$ cat config.mk
export PLATFORM = sky130hd
export DESIGN_NAME = bank_sel_gate
export DESIGN_NICKNAME = d
export VERILOG_FILES = /design/src/rtl/bank_sel_pkg.sv /design/src/rtl/pwr_sync.sv /design/src/rtl/bank_decode.sv /design/src/rtl/reg_port.sv /design/src/rtl/bank_sel_gate.sv
export SDC_FILE = /design/constraint.sdc
export NUM_CORES = 1
export LEC_CHECK = 0
export ABC_AREA = 0
export BUFFER_PORTS_ARGS = -buffer_cell sky130_fd_sc_hd__buf_2
export CELL_PAD_IN_SITES_DETAIL_PLACEMENT = 0
export CELL_PAD_IN_SITES_GLOBAL_PLACEMENT = 1
export CORE_ASPECT_RATIO = 1.25
export CORE_MARGIN = 4
export CORE_UTILIZATION = 34
export CTS_BUF_LIST = sky130_fd_sc_hd__clkbuf_8
export CTS_CLUSTER_DIAMETER = 80
export DETAILED_ROUTE_END_ITERATION = 6
export PLACE_DENSITY = 0.92
export SLEW_MARGIN = 30
export SYNTH_ARGS = -nofsm -noshare
export SYNTH_HDL_FRONTEND = slang
export SYNTH_SLANG_ARGS = --single-unit
export TNS_END_PERCENT = 20
$ cat constraint.sdc
create_clock -name clk -period 2.3 [get_ports clk]
set_input_delay 0.115 -clock clk [delete_from_list [all_inputs] [get_ports clk]]
set_output_delay 0.115 -clock clk [all_outputs]
set_load 0.005 [all_outputs]
$ cat src/rtl/bank_sel_pkg.sv
package bank_sel_pkg;

  typedef enum logic [1:0] {
    PWR_VALID  = 2'd0,
    PWR_LOW    = 2'd1,
    PWR_BACKUP = 2'd2,
    PWR_RSVD   = 2'd3
  } pwr_code_e;

  typedef enum logic [1:0] {
    WR_IDLE  = 2'd0,
    WR_OPEN  = 2'd1,
    WR_ABORT = 2'd2
  } wr_state_e;

endpackage

$ cat src/rtl/pwr_sync.sv
module pwr_sync
  import bank_sel_pkg::*;
#(
  parameter int STAGES = 2
) (
  input  logic       clk,
  input  logic       rst_n,
  input  logic [1:0] mode_raw,
  output logic       supply_ok
);

  logic [1:0] stage_q [STAGES];

  genvar g;
  generate
    for (g = 0; g < STAGES; g++) begin : g_stage
      if (g == 0) begin : g_first
        always_ff @(posedge clk or negedge rst_n) begin
          if (!rst_n) stage_q[g] <= PWR_BACKUP;
          else        stage_q[g] <= mode_raw;
        end
      end else begin : g_next
        always_ff @(posedge clk or negedge rst_n) begin
          if (!rst_n) stage_q[g] <= PWR_BACKUP;
          else        stage_q[g] <= stage_q[g-1];
        end
      end
    end
  endgenerate

  // Any code other than valid, including the reserved one, counts as failure.
  assign supply_ok = (stage_q[STAGES-1] == PWR_VALID);

endmodule

$ cat src/rtl/bank_decode.sv
module bank_decode #(
  parameter int NUM_BANKS = 2,
  parameter int SEL_W     = 1
) (
  input  logic                 supply_ok,
  input  logic                 ext_en_n,
  input  logic [SEL_W-1:0]     bank_sel,
  output logic [NUM_BANKS-1:0] ram_en_n
);

  logic access_ok;
  assign access_ok = supply_ok && !ext_en_n;

  genvar b;
  generate
    for (b = 0; b < NUM_BANKS; b++) begin : g_bank
      assign ram_en_n[b] = !(access_ok && (bank_sel == SEL_W'(b)));
    end
  endgenerate

endmodule

$ cat src/rtl/reg_port.sv
module reg_port
  import bank_sel_pkg::*;
#(
  parameter int ADDR_W = 4,
  parameter int DATA_W = 8
) (
  input  logic              clk,
  input  logic              rst_n,
  input  logic              supply_ok,
  input  logic              ce_n,
  input  logic              oe_n,
  input  logic              we_n,
  input  logic [ADDR_W-1:0] addr,
  input  logic [DATA_W-1:0] din,
  input  logic [DATA_W-1:0] rdata,
  output logic [DATA_W-1:0] dout,
  output logic              dout_en,
  output logic              rd,
  output logic [ADDR_W-1:0] rd_addr,
  output logic              wr,
  output logic [ADDR_W-1:0] wr_addr,
  output logic [DATA_W-1:0] wdata
);

  logic              wr_req;
  logic              rd_req;
  wr_state_e         state_q;
  logic [ADDR_W-1:0] lat_addr_q;
  logic [DATA_W-1:0] lat_data_q;
  logic              pulse_q;

  assign wr_req = !ce_n && !we_n;
  assign rd_req = !ce_n && !oe_n && we_n;

  always_ff @(posedge clk or negedge rst_n) begin
    if (!rst_n) begin
      state_q    <= WR_IDLE;
      lat_addr_q <= '0;
      lat_data_q <= '0;
      pulse_q    <= 1'b0;
    end else begin
      pulse_q <= 1'b0;
      unique case (state_q)
        WR_IDLE: begin
          if (wr_req && supply_ok) begin
            state_q    <= WR_OPEN;
            lat_addr_q <= addr;
            lat_data_q <= din;
          end else if (wr_req) begin
            state_q <= WR_ABORT;
          end
        end
        WR_OPEN: begin
          if (!supply_ok) begin
            state_q <= WR_ABORT;
          end else if (wr_req) begin
            lat_addr_q <= addr;
            lat_data_q <= din;
          end else begin
            state_q <= WR_IDLE;
            pulse_q <= 1'b1;
          end
        end
        WR_ABORT: begin
          if (!wr_req) state_q <= WR_IDLE;
        end
        default: state_q <= WR_IDLE;
      endcase
    end
  end

  assign wr      = pulse_q && supply_ok;
  assign wr_addr = wr ? lat_addr_q : '0;
  assign wdata   = wr ? lat_data_q : '0;

  assign rd      = rd_req && supply_ok;
  assign rd_addr = rd ? addr : '0;
  assign dout_en = rd;
  assign dout    = rd ? rdata : '0;

endmodule

$ cat src/rtl/bank_sel_gate.sv
module bank_sel_gate
  import bank_sel_pkg::*;
#(
  parameter int ADDR_W      = 4,
  parameter int DATA_W      = 8,
  parameter int NUM_BANKS   = 2,
  parameter int SYNC_STAGES = 2,
  localparam int SEL_W      = (NUM_BANKS > 1) ? $clog2(NUM_BANKS) : 1
) (
  input  logic                 clk,
  input  logic                 rst_n,
  input  logic [1:0]           pwr_mode,
  input  logic                 ext_en_n,
  input  logic [SEL_W-1:0]     bank_sel,
  output logic [NUM_BANKS-1:0] ram_en_n,
  input  logic                 bus_ce_n,
  input  logic                 bus_oe_n,
  input  logic                 bus_we_n,
  input  logic [ADDR_W-1:0]    bus_addr,
  input  logic [DATA_W-1:0]    bus_din,
  output logic [DATA_W-1:0]    bus_dout,
  output logic                 bus_dout_en,
  input  logic [DATA_W-1:0]    rf_rdata,
  output logic                 rf_rd,
  output logic [ADDR_W-1:0]    rf_rd_addr,
  output logic                 rf_wr,
  output logic [ADDR_W-1:0]    rf_wr_addr,
  output logic [DATA_W-1:0]    rf_wdata
);

  logic supply_ok;

  pwr_sync #(.STAGES(SYNC_STAGES)) u_sync (
    .clk       (clk),
    .rst_n     (rst_n),
    .mode_raw  (pwr_mode),
    .supply_ok (supply_ok)
  );

  bank_decode #(.NUM_BANKS(NUM_BANKS), .SEL_W(SEL_W)) u_decode (
    .supply_ok (supply_ok),
    .ext_en_n  (ext_en_n),
    .bank_sel  (bank_sel),
    .ram_en_n  (ram_en_n)
  );

  reg_port #(.ADDR_W(ADDR_W), .DATA_W(DATA_W)) u_port (
    .clk       (clk),
    .rst_n     (rst_n),
    .supply_ok (supply_ok),
    .ce_n      (bus_ce_n),
    .oe_n      (bus_oe_n),
    .we_n      (bus_we_n),
    .addr      (bus_addr),
    .din       (bus_din),
    .rdata     (rf_rdata),
    .dout      (bus_dout),
    .dout_en   (bus_dout_en),
    .rd        (rf_rd),
    .rd_addr   (rf_rd_addr),
    .wr        (rf_wr),
    .wr_addr   (rf_wr_addr),
    .wdata     (rf_wdata)
  );

endmodule

==> results.sh <==
export IMPL_status="complete, no violations"
export IMPL_first_pass_iters=4
export IMPL_holdCritPathClass="primary input to flop"
export IMPL_ys_types=18
export IMPL_cpLargestDelayFamily="simple AND/OR/NAND/NOR gates"
export IMPL_htreeDepth=1
export IMPL_worst_ep_required_time_ns=2.18
export IMPL_finalCritPeriodShare_pct=79.4
export IMPL_antenna_left=0
export IMPL_internal_power_mw=0.580
export IMPL_initial_core_util_pct=36.1
export IMPL_p_switching_mw=0.154
export IMPL_mappedNetlistNets=102
export IMPL_power_leakage_nw=0.734
export IMPL_cts_tree="yes"
export IMPL_ir_worst_vdd_mv=0.329
export IMPL_worst_slack_ns=0.473
export IMPL_avgRoutedWirePerCell_um=12.0
export IMPL_syn_area_per_cell_um2=12.3
export IMPL_cp_max_fo=14
export IMPL_io_pin_count=58
export IMPL_grt_max_degree=20
export IMPL_cts_sinks=19
export IMPL_n_antenna_cell=0
export IMPL_place_ws_ns=0.698
export IMPL_post_dp_hpwl_um=1530
export IMPL_reg2reg_setup_slack_ns=0.76
export IMPL_gp_congestion=0.704
export IMPL_port_buffer_count=57
export IMPL_clock_fmax_mhz=547
export IMPL_setup_violations=0
export IMPL_finalNonFillerCells=165
export IMPL_die_area_um2=3520
export IMPL_path_class="flop to output port"
export IMPL_synth_seq_cells=19
export IMPL_crit_slowest_cell="nor4b_4"
export IMPL_path_buf_inv=1
export IMPL_rows=20
export IMPL_finalNetCount=162
export IMPL_p_seq_share_pct=57.0
export IMPL_netlist_instances=73
export IMPL_grt_pass1_vias=688
export IMPL_core_area_um2=2480
export IMPL_fin_crit_ns=1.83
export IMPL_rsz0062_at_grt="no"
export IMPL_final_cell_area_um2=1260
export IMPL_swShare_pct=21.0
export IMPL_clkSlewWorstSetupHoldPaths_ns=0.06
export IMPL_grt_pass1_wl_um=2990
export IMPL_wl_um=1990
export IMPL_worst_pin_slew_ns=0.702
export IMPL_grt_use_total_pct=11.8
export IMPL_combPwrFrac_pct=14.4
export IMPL_antenna_found_initial=0
export IMPL_yosys_warnings=0
export IMPL_die_height_um=65.4
export IMPL_finClkSkew_ns=0.00271
export IMPL_grt_ovfl_total=0
export IMPL_hold_viol=0
export IMPL_dpl_cell_count=158
export IMPL_insertion_delay_ns=0.24
export IMPL_numCtsBuffers=3
export IMPL_startpoint_type="flop"
export IMPL_power_mw=0.734
export IMPL_via_per_inst=4.50
export IMPL_slew_headroom_pct=53.1
export IMPL_ys_seq_area_share_pct=53.4
export IMPL_post_cts_setup_buffers=0
export IMPL_arrival_ns=1.71
export IMPL_syn_area_um2=895
export IMPL_slew_viol_final=0
export IMPL_drive_gt1_share_pct=58.3
export IMPL_die_w_um=53.9
export IMPL_vias=742
export IMPL_cts_max_path_buffers=2
export IMPL_clock_root_buffer="clkbuf_8"
export IMPL_powerDensity_nw_per_um2=581
export IMPL_maxCapViolations=0
export IMPL_path_cells="or2_4 > nor4b_4 > and2_1 > buf_2"
export IMPL_drtIter0Drc=4
export IMPL_syn2layout_area_growth_pct=41.1
export IMPL_endpoint_kind="output port"
export IMPL_drc=0
export IMPL_fillers=230
export IMPL_finalSetupTns_ns=0
export IMPL_critical_path_max_stage_delay_ns=0.51
export IMPL_clockPowerShare_pct=28.7
export IMPL_placed_cell_area_um2=1190
==> power by group through the flow <==
stage	Sequential, mW	Combinational (mW)	Clock, mW
2_1_floorplan	0.417	0.0637	0
3_3_place_gp	0.421	0.0999	0
3_5_place_dp	0.424	0.104	0
4_1_cts	0.418	0.108	0.221
5_1_grt	0.426	0.118	0.240
6_report	0.418	0.105	0.210
==> state kept, by name, summed over array words and instances (netlist names) <==
register	flops
u_port.lat_data_q	8
u_port.lat_addr_q	4
u_sync.stage_q	4
u_port.state_q	2
u_port.pulse_q	1
==> synthesized netlist by cell type <==
master / count / area [µm²]
mux2_2: 12 / 135
nor4b_4: 1 / 23.8
nand3b_1: 1 / 7.51
buf_4: 2 / 15.0
buf_6: 1 / 11.3
nor4b_1: 1 / 8.76
dfstp_2: 2 / 52.6
nor3_2: 1 / 10.0
clkbuf_1: 2 / 7.51
or3_1: 1 / 6.26
or2_4: 1 / 8.76
a211oi_1: 1 / 7.51
and3_1: 12 / 75.1
inv_1: 1 / 3.75
nand2_1: 1 / 3.75
and2_1: 13 / 81.3
nor2_1: 3 / 11.3
dfrtp_1: 17 / 425
==> metrics by stage <==
stage / utilization [%] / hold WS [ns]
floorplan: - / -0.181
global placement: 47.9 / 0.0636
detailed placement: 47.9 / 0.0671
CTS: 51.0 / 0.0918
global route: 51.0 / 0.0873
finish: 51.0 / 0.0971
==> layer usage <==
layer | up-vias | GRT usage [%] | share of wire [%]
met1 | 332 | 12.3 | 35
met5 | - | 0 | 0
li1 | 364 | - | -
met4 | 0 | 8.95 | 2.8
met3 | 4 | 1.36 | 12
met2 | 42 | 20.5 | 50
==> cells by family after synthesis <==
logic type      share of synthesized area, %
buf+inv                                 4.20
mux                                     15.1
flops                                   53.4
simple gates                            26.4
compound gates                         0.839
==> path summary, 6_finish.rpt <==
path | start | to | depth (start not counted)
setup / recovery | u_sync.stage_q[0] | bus_dout[4] | 4
hold / removal | bus_din[3] | u_port.lat_data_q[3] | 2
setup reg to reg | u_sync.stage_q[1] | u_port.lat_addr_q[1] | 3
hold reg to reg | u_sync.stage_q[2] | u_sync.stage_q[0] | 0
max in group asynchronous | rst_n | u_sync.stage_q[3] | 2
min in group asynchronous | rst_n | u_port.lat_data_q[2] | 2
==> layout make-up <==
class                      instances  area, µm²  share of cell area (%)
sequential                        19        478                    37.9
multi-input combinational         48        379                    30.0
clock buffer                       3       41.3                    3.27
timing repair buffer              60        315                    25.0
inverter                           1       3.75                   0.297
tap                               33       41.3                    3.27
clock inverter                     1       3.75                   0.297
==> layout by cell type, fill, tap and decap left out, drive strengths merged <==
cell type,Yosys,layout
buf,3,57
dfrtp,17,17
and2,13,13
and3,12,12
mux2,12,12
nor2,3,3
clkbuf,2,3
dlygate4sd3,0,3
inv,1,2
dfstp,2,2
nor4b,2,2
or2,1,1
or3,1,1
nand3b,1,1
nor3,1,1
nand2,1,1
a211oi,1,1
==> timing repair <==
item / 4_1_cts / 5_1_grt
endpoints found under the setup margin: 0 / 0
hold endpoints to repair: 19 / 0
hold buffers: 3 / 0
gates resized for setup: 0 / 0
No activity file was read; power rests on OpenSTA's default activity.
